### src/rtl/scan_seq_pkg.sv
package scan_seq_pkg;
  typedef enum logic [2:0] {
    PH_IDLE,
    PH_FLUSH,
    PH_SHIFT,
    PH_CAPT,
    PH_UNLOAD,
    PH_DONE
  } phase_t;
endpackage

### src/rtl/scan_vec_table.sv
// Computed vector table: port A gives stimulus and expected outputs, port B the expected response.
module scan_vec_table #(
  parameter int CHAIN_LEN = 4,
  parameter int PI_W      = 2,
  parameter int PO_W      = 2,
  parameter int VW        = 2
) (
  input  logic [VW-1:0]        idx_a,
  input  logic [VW-1:0]        idx_b,
  output logic [CHAIN_LEN-1:0] st_a,
  output logic [PI_W-1:0]      pi_a,
  output logic [PO_W-1:0]      po_a,
  output logic [CHAIN_LEN-1:0] ns_b
);
  localparam logic [31:0] PI_MASK = (32'd1 << PI_W) - 32'd1;

  logic [31:0] sa, pa, sb, pb;

  always_comb begin
    sa   = 32'(idx_a) * 32'd5 + 32'd3;
    pa   = (32'(idx_a) * 32'd2 + 32'd1) & PI_MASK;
    sb   = 32'(idx_b) * 32'd5 + 32'd3;
    pb   = (32'(idx_b) * 32'd2 + 32'd1) & PI_MASK;
    st_a = sa[CHAIN_LEN-1:0];
    pi_a = pa[PI_W-1:0];
    po_a = sa[PO_W-1:0] ^ pa[PO_W-1:0];
    ns_b = sb[CHAIN_LEN-1:0] + pb[CHAIN_LEN-1:0];
  end
endmodule

### src/rtl/scan_mismatch_ctr.sv
module scan_mismatch_ctr #(
  parameter int CNT_W = 8
) (
  input  logic             clk,
  input  logic             rst,
  input  logic             clr,
  input  logic             hit,
  output logic [CNT_W-1:0] cnt
);
  localparam logic [CNT_W-1:0] CMAX = '1;

  always_ff @(posedge clk) begin
    if (rst || clr)                cnt <= '0;
    else if (hit && cnt != CMAX)   cnt <= cnt + 1'b1;
  end

  // once saturated the count stays put until cleared
  p_cnt_sat_r9: assert property (@(posedge clk) disable iff (rst)
    (!clr && cnt == CMAX) |=> (cnt == CMAX));

  // without a clear the count moves by at most one per cycle and never down
  p_cnt_step_r9: assert property (@(posedge clk) disable iff (rst)
    !clr |=> (cnt == $past(cnt) || cnt == $past(cnt) + 1'b1));
endmodule

### src/rtl/scan_seq_ctrl.sv
module scan_seq_ctrl
  import scan_seq_pkg::*;
#(
  parameter int CHAIN_LEN = 4,
  parameter int NUM_VEC   = 3,
  parameter int PI_W      = 2,
  parameter int PO_W      = 2,
  parameter int CNT_W     = 8
) (
  input  logic             clk,
  input  logic             rst,
  input  logic             start,
  input  logic             chain_so,
  input  logic [PO_W-1:0]  po_obs,
  output logic             scan_en,
  output logic             chain_si,
  output logic [PI_W-1:0]  pi_drv,
  output logic             done,
  output logic             pass,
  output logic [CNT_W-1:0] mismatch_cnt
);
  localparam int VW = (NUM_VEC > 1) ? $clog2(NUM_VEC) : 1;
  localparam int CW = $clog2(CHAIN_LEN + 5);
  localparam logic [CW-1:0] FLUSH_LAST = CW'(CHAIN_LEN + 3);
  localparam logic [CW-1:0] SHIFT_LAST = CW'(CHAIN_LEN - 1);
  localparam logic [CW-1:0] CHAIN_CW   = CW'(CHAIN_LEN);
  localparam logic [VW-1:0] VEC_LAST   = VW'(NUM_VEC - 1);

  phase_t        phase_q;
  logic [CW-1:0] cyc_q;
  logic [VW-1:0] vec_q;
  logic          accept;

  assign accept = start && (phase_q == PH_IDLE || phase_q == PH_DONE);

  // phase sequencer
  always_ff @(posedge clk) begin
    if (rst) begin
      phase_q <= PH_IDLE;
      cyc_q   <= '0;
      vec_q   <= '0;
    end else begin
      case (phase_q)
        PH_IDLE, PH_DONE: if (accept) begin
          phase_q <= PH_FLUSH;
          cyc_q   <= '0;
          vec_q   <= '0;
        end
        PH_FLUSH: if (cyc_q == FLUSH_LAST) begin
          phase_q <= PH_SHIFT;
          cyc_q   <= '0;
        end else cyc_q <= cyc_q + 1'b1;
        PH_SHIFT: if (cyc_q == SHIFT_LAST) begin
          phase_q <= PH_CAPT;
          cyc_q   <= '0;
        end else cyc_q <= cyc_q + 1'b1;
        PH_CAPT: begin
          cyc_q <= '0;
          if (vec_q == VEC_LAST) phase_q <= PH_UNLOAD;
          else begin
            phase_q <= PH_SHIFT;
            vec_q   <= vec_q + 1'b1;
          end
        end
        PH_UNLOAD: if (cyc_q == SHIFT_LAST) begin
          phase_q <= PH_DONE;
          cyc_q   <= '0;
        end else cyc_q <= cyc_q + 1'b1;
        default: phase_q <= PH_IDLE;
      endcase
    end
  end

  // table lookup
  logic [VW-1:0]        idx_b;
  logic [CHAIN_LEN-1:0] st_a, ns_b, st_sh, ns_sh;
  logic [PI_W-1:0]      pi_a;
  logic [PO_W-1:0]      po_a;
  logic [CW-1:0]        bit_sel, flush_rel;

  assign idx_b = (phase_q == PH_UNLOAD) ? VEC_LAST : (vec_q - 1'b1);

  scan_vec_table #(
    .CHAIN_LEN(CHAIN_LEN), .PI_W(PI_W), .PO_W(PO_W), .VW(VW)
  ) u_table (
    .idx_a(vec_q), .idx_b(idx_b),
    .st_a(st_a), .pi_a(pi_a), .po_a(po_a), .ns_b(ns_b)
  );

  assign bit_sel   = SHIFT_LAST - cyc_q;
  assign st_sh     = st_a >> bit_sel;
  assign ns_sh     = ns_b >> bit_sel;
  assign flush_rel = cyc_q - CHAIN_CW;

  // output decode from the phase flops
  always_comb begin
    scan_en  = (phase_q == PH_FLUSH) || (phase_q == PH_SHIFT) || (phase_q == PH_UNLOAD);
    chain_si = 1'b0;
    pi_drv   = '0;
    case (phase_q)
      PH_FLUSH: chain_si = cyc_q[1];
      PH_SHIFT: chain_si = st_sh[0];
      PH_CAPT:  pi_drv   = pi_a;
      default:  ;
    endcase
  end

  // response comparison
  logic so_chk, so_exp, po_chk, hit;

  always_comb begin
    so_chk = 1'b0;
    so_exp = 1'b0;
    case (phase_q)
      PH_FLUSH: begin
        so_chk = (cyc_q >= CHAIN_CW);
        so_exp = flush_rel[1];
      end
      PH_SHIFT: begin
        so_chk = (vec_q != '0);
        so_exp = ns_sh[0];
      end
      PH_UNLOAD: begin
        so_chk = 1'b1;
        so_exp = ns_sh[0];
      end
      default: ;
    endcase
    po_chk = (phase_q == PH_CAPT);
    hit    = (so_chk && (chain_so != so_exp)) || (po_chk && (po_obs != po_a));
  end

  scan_mismatch_ctr #(.CNT_W(CNT_W)) u_ctr (
    .clk(clk), .rst(rst), .clr(accept), .hit(hit), .cnt(mismatch_cnt)
  );

  assign done = (phase_q == PH_DONE);
  assign pass = done && (mismatch_cnt == '0);

  // vector shifting begins only after the full flush length
  p_flush_len_r1: assert property (@(posedge clk) disable iff (rst)
    (phase_q == PH_SHIFT && vec_q == '0 && cyc_q == '0) |->
      ($past(phase_q) == PH_FLUSH && $past(cyc_q) == FLUSH_LAST));

  // a capture lasts exactly one cycle
  p_single_capture_r3: assert property (@(posedge clk) disable iff (rst)
    (phase_q == PH_CAPT) |=> (phase_q != PH_CAPT));

  // done is reached only from the unload
  p_done_entry_r8: assert property (@(posedge clk) disable iff (rst)
    $rose(done) |-> ($past(phase_q) == PH_UNLOAD));

  // a start while running never restarts the flush
  p_no_restart_r10: assert property (@(posedge clk) disable iff (rst)
    ((phase_q == PH_SHIFT || phase_q == PH_CAPT || phase_q == PH_UNLOAD) && start)
      |=> (phase_q != PH_FLUSH));
endmodule

### config.mk
export PLATFORM = sky130hd
export DESIGN_NAME = scan_seq_ctrl
export DESIGN_NICKNAME = d
export VERILOG_FILES = /design/src/rtl/scan_seq_pkg.sv /design/src/rtl/scan_vec_table.sv /design/src/rtl/scan_mismatch_ctr.sv /design/src/rtl/scan_seq_ctrl.sv
export SDC_FILE = /design/constraint.sdc
export NUM_CORES = 1
export LEC_CHECK = 0
export ABC_AREA = 1
export BUFFER_PORTS_ARGS = -buffer_cell sky130_fd_sc_hd__buf_2
export CORE_MARGIN = 1
export CORE_UTILIZATION = 50
export DETAILED_ROUTE_END_ITERATION = 10
export GPL_ROUTABILITY_DRIVEN = 0
export MAX_ROUTING_LAYER = met4
export PLACE_DENSITY = 0.71
export SLEW_MARGIN = 15
export SYNTH_ARGS = -nofsm -noshare
export SYNTH_HDL_FRONTEND = slang
export SYNTH_HIERARCHICAL = 1
export SYNTH_SLANG_ARGS = --single-unit
### constraint.sdc
create_clock -name clk -period 3 [get_ports clk]
set_clock_uncertainty 0.05 [all_clocks]
set_input_delay 0.45 -clock clk [delete_from_list [all_inputs] [get_ports clk]]
set_output_delay 0.45 -clock clk [all_outputs]
set_load 0.03 [all_outputs]
Word-level counts from Yosys, hierarchy flattened --
Cells that the tools add are included.
Storage, ports and cells: logic and storage cells 75, register bits 17, input bits 6, output and inout port bits 14
Operators by class: add/sub/neg operators 11, multiply operators 2, muxes and demuxes 18, shift operators 2, reduce and logical (&&, ||, !) cells 20, equality and inequality tests 16, order comparisons 1, bitwise gates (word level) 1
Operator list (count):
- $pmux W4 S4 | 1
- $mux W3 | 5
- $pmux W3 S5 | 1
- $mux W4 | 3
- $add A4 B2 Y4 const B | 2
- $add A8 B1 Y8 const B | 1
- $logic_not A8 Y1 | 1
- $mul A2 B3 Y4 const B | 2
- $mux W2 | 4
- $ne A2 B2 Y1 const B | 4
- $ne A8 B8 Y1 const B | 1
- $shr A4 B4 Y1 | 2
- $add A2 B1 Y2 const B | 3
- $eq A3 B2 Y1 const B | 2
- $eq A3 B3 Y1 const B | 2
- $logic_and A1 B1 Y1 | 5
- $logic_or A1 B1 Y1 | 5
- $add A4 B1 Y4 const B | 1
- $add A4 B2 Y4 | 1
- $eq A4 B2 Y1 const B | 1
- $eq A4 B3 Y1 const B | 1
- $ge A4 B3 Y1 const B | 1
- $pmux W1 S2 | 2
- $pmux W2 S2 | 1
- 16 further kinds | 19

Longest topological paths before layout --
depth after elaboration 11, depth in mapped cells 23, mapped depth without buffers 22

By module --
Netlist, hierarchy kept.
By module, submodules not included:
- scan_seq_ctrl | area each 815.8 sq um, times used 1, cells each 134, sequential area each 180.2 sq um
- scan_mismatch_ctr | area each 447.9 sq um, times used 1, cells each 67, sequential area each 160.2 sq um
- scan_vec_table | area each 96.3 sq um, times used 1, cells each 16, sequential area each 0.0 sq um

Worst setup path before layout --
No wires, ideal clock.
path type reg2reg, from register vec_q[0], to register u_ctr.cnt[5], arrival time 2293 ps, buffers on the path 1, period minus slack after synthesis 2459 ps, setup time 116 ps, cell stages (with the launch flop) 23, required time 2834 ps, path slack 541 ps, cells stage by stage dfxtp_1 -> inv_1 -> ha_1 -> nand2_1 -> inv_1 -> ha_1 -> inv_1 -> buf_4 -> nand2_1 -> nand3_1 -> nand2_1 -> inv_1 -> nand2_1 -> nand3_1 -> nand3_1 -> nand2_1 -> nand2_1 -> inv_1 -> nand2_1 -> nor2_1 -> nand3_2 -> nand2_1 -> nor2_1
On the way: word-level cells in the longest chain between the ends 11, elaborated cells on any way between the ends 20, those cells by class add/sub: 6; mul: 2; eq/ne: 2; shift: 1; mux: 3; bitwise: 1; reduce/logical: 5
Ends and longest elaborated chain:
- start: declaration | line scan_seq_ctrl.sv:31 | logic [VW-1:0] vec_q;
- start signal: assignment | line scan_seq_ctrl.sv:62 | vec_q <= vec_q + 1'b1;
- $sub A2 B1 Y2 | line scan_seq_ctrl.sv:81 | assign idx_b = (phase_q == PH_UNLOAD) ? VEC_LAST : (vec_q - 1'b1);
- $mux W2 | line scan_seq_ctrl.sv:81
- via idx_b[1] | line scan_seq_ctrl.sv:75 | logic [VW-1:0] idx_b;
- $mul A2 B3 Y4 | line scan_vec_table.sv:22 | sb = 32'(idx_b) * 32'd5 + 32'd3;
- $add A4 B2 Y4 | line scan_vec_table.sv:22
- $add A4 B2 Y4 | line scan_vec_table.sv:27 | ns_b = sb[CHAIN_LEN-1:0] + pb[CHAIN_LEN-1:0];
- via ns_b[1] | line scan_seq_ctrl.sv:76 | logic [CHAIN_LEN-1:0] st_a, ns_b, st_sh, ns_sh;
- $shr A4 B4 Y1 | line scan_seq_ctrl.sv:92 | assign ns_sh = ns_b >> bit_sel;
- $pmux W1 S2 | line scan_seq_ctrl.sv:114 | case (phase_q)
- $ne A1 B1 Y1 | line scan_seq_ctrl.sv:130 | hit = (so_chk && (chain_so != so_exp)) || (po_chk && (po_obs != po_a));
- $logic_and A1 B1 Y1 | line scan_seq_ctrl.sv:130
- $logic_or A1 B1 Y1 | line scan_seq_ctrl.sv:130
- via hit | line scan_seq_ctrl.sv:109 | logic so_chk, so_exp, po_chk, hit;
- $logic_and A1 B1 Y1 | line scan_mismatch_ctr.sv:14 | else if (hit && cnt != CMAX) cnt <= cnt + 1'b1;
- end signal: assignment | line scan_mismatch_ctr.sv:14
- end: declaration | line scan_mismatch_ctr.sv:8 | output logic [CNT_W-1:0] cnt
The timed path passes the listed nets, and every way through them passes these cells. A chain may end at the register's enable or synchronous reset.

Worst setup path in the final report --
from register vec_q[0], to register u_ctr.cnt[4]
Same word-level chain as after synthesis.

==> qor.yml <==
busiest_layer: "met1"
min-delay-start: "rst"
power_density_nw_per_um2: 767
p_sw_mw: 0.568
holdPathStages: 2
max_freq_ghz: 0.398
ff2ff_setup_slack_ns: 0.49
maxSlewViolCount: 0
fp-row-count: 18
criticalPathCategory: "reg -> reg"
fin_setup_tns_ns: 0
grt_pass1_wl_um: 4550
yosys_warnings: 6
clkSlewWorstSetupHoldPaths_ns: 0.10
grt_max_degree: 12
final_common_cell: "nand2_1"
hold_path_class: "in -> reg"
place_area_um2: 1440
required_ns: 3.15
postCtsHoldBufs: 0
period_minus_slack_ns: 2.51
synth.avg_cell_area_um2: 6.27
grt_pass1_vias: 1051
synth_edf_count: 0
diodes: 0
dr.pass1.iters: 4
syn2layout_area_growth_pct: 8.28
place_ws_ns: 0.399
nets: 249
p_comb_frac: 0.601
routed_wl_um: 2670
grt_overflow: 0
place_inst: 260
finish.utilization: 0.584
synth-async-reset-ratio: 0
cts_setup_buffers: 0
path_cells: "inv_1 -> ha_1 -> nand2_1 -> inv_1 -> ha_1 -> inv_1 -> nand2_1 -> nand3_1 -> nand2_1 -> inv_1 -> nand2_1 -> nand3_1 -> nand3_1 -> nand2_1 -> nand2_1 -> nor3_1 -> nand3_1 -> nand2_1 -> nor2_1"
synth_top_area_share: 0.250
cp_slowest_cell: "dfxtp_2"
finalHoldViolations: 0
synth_area_leader_cell: "dfxtp_1"
global_route.usage.met3: 0.0593
h-tree-depth: 1
wl_per_cell_um: 10.1
status: "finished clean"
ios: 20
dieArea_um2: 2930
r2r_end: "u_ctr/cnt[4]"
cts_buffers: 3
io_buffers: 19
cts_buffer_depth: 2
worstRegToRegCells: 19
dieWidth_um: 54.2
total_power_mw: 1.13
fill_cells: 264
ys_seq_elements: 17
dr.first_iter.drc_count: 35
cp-end-kind: "register"
critPathBufInv: 4
antenna_found_initial: 0
post-route-period-util: 0.838
cts_tree: "done"
regArea_um2: 342
syn_area_um2: 1360
power.leakage_nw: 0.774
ant_nets: 0
cts_root_buf: "clkbuf_4"
p_seq_frac: 0.290
fin_area_um2: 1470
synth.net_count: 231
cp.arrival_ns: 2.66
vias: 1295
cp_max_fo: 7
final_cells: 264
rsz0062_at_grt: "false"
netlist_top_cells_area: "dfxtp_1 25%, nand2_1 14%, inv_1 8.0%"
setup_viol: 0
cp_common_cell: "nand2_1"
clock_sinks: 17
slowest_delay_ns: 0.41
viasPerCell: 4.91
ctsResizeCount: 0
start_util: 0.539
cp-start-kind: "register"
core_area_um2: 2520
grt.total_usage: 0.220
cap_violations: 0
drc: 0
synth_cells: 217
clk_latency_ns: 0.29
grtUsageMet2: 0.303
drive_gt1_frac: 0.192
post-dp-hpwl_um: 2150
worst_slack_ns: 0.487
die_y_um: 54.2
whs_ns: 0.433
hold_end: "vec_q[0]"
multi_input_area_um2: 835
ys_seq_area_frac: 0.250
ys.flop_type: "dfxtp_1"
peakVddDrop_mv: 0.544
p_sw_frac: 0.503
crit_family: "simple AND/OR/NAND/NOR gates"
p_int_mw: 0.561
clkPwrFrac: 0.109
final_cell_mix: "50 x nand2_1, 29 x inv_1, 29 x nor2_1"
met1_usage: 0.322
synth_cell_types: 31
r2r_start: "vec_q[0]"
[worst max-delay path by stage]
stage / endpoint / depth (start not counted) / slack (ns) / from
after global placement: u_ctr/cnt[4] / 19 / 0.47 / vec_q[0]
final: u_ctr/cnt[4] / 19 / 0.49 / vec_q[0]
after CTS: u_ctr/cnt[4] / 19 / 0.38 / vec_q[0]
after detailed placement: u_ctr/cnt[4] / 19 / 0.40 / vec_q[0]
after floorplan: u_ctr/cnt[5] / 22 / 0.54 / vec_q[0]
after global routing: u_ctr/cnt[4] / 19 / 0.11 / vec_q[0]
[area by class of cell]
| type | instances | share of cell area |
|---|---|---|
| clock buffers | 3 | 0.0153 |
| clock inverters | 1 | 0.00340 |
| inverters | 36 | 0.0926 |
| multi-input cells | 158 | 0.567 |
| flip-flops and latches | 17 | 0.232 |
| well taps | 30 | 0.0255 |
| repair buffers | 19 | 0.0646 |
[layer usage]
metal,share of wire,routed length (um),vias up
met2,0.40,1060,31
li1,-,-,722
met5,0,0,-
met4,0.0045,12,0
met1,0.54,1450,540
met3,0.058,154,2
[cell usage after synthesis, drive strengths merged (2+ instances only)]
cell type   n
ha          8
nand2      57
xor2        3
nor2       33
inv        34
a21oi      12
nand3      21
dfxtp      17
clkinv      2
a31oi       2
nor4        2
buf         6
o21ai      13
[sequential cells by signal, summed over array words and instances (netlist names)]
signal / count
cyc_q: 4
u_ctr/cnt: 8
phase_q: 3
vec_q: 2
[cell families after synthesis]
family	count (synthesis)	share of synthesized area
buffers and inverters	42	0.136
other	1	0.00276
and+or+nand+nor	115	0.385
xor gates and xnor gates	3	0.0193
adders and majority gates	8	0.0736
DFF	17	0.250
AOI/OAI and AO/OA	31	0.133
[power by group through the flow]
stage          logic (mW)  registers (mW)  clock network (mW)
2_1_floorplan       0.577           0.329                   0
3_3_place_gp        0.677           0.332                   0
3_5_place_dp        0.678           0.331                   0
4_1_cts             0.681           0.326               0.129
5_1_grt             0.778           0.336               0.143
6_report            0.678           0.327               0.123
[worst register-to-register path: cells and delay by family, from the launching register on]
| family | cells | cell delay [ns] |
|---|---|---|
| adder cells (fa/ha/maj) | 2 | 0.57 |
| buffers and inverters | 4 | 0.26 |
| flip-flops | 1 | 0.41 |
| AND/OR/NAND/NOR | 13 | 1.14 |
(Power assumes the default switching activity.)
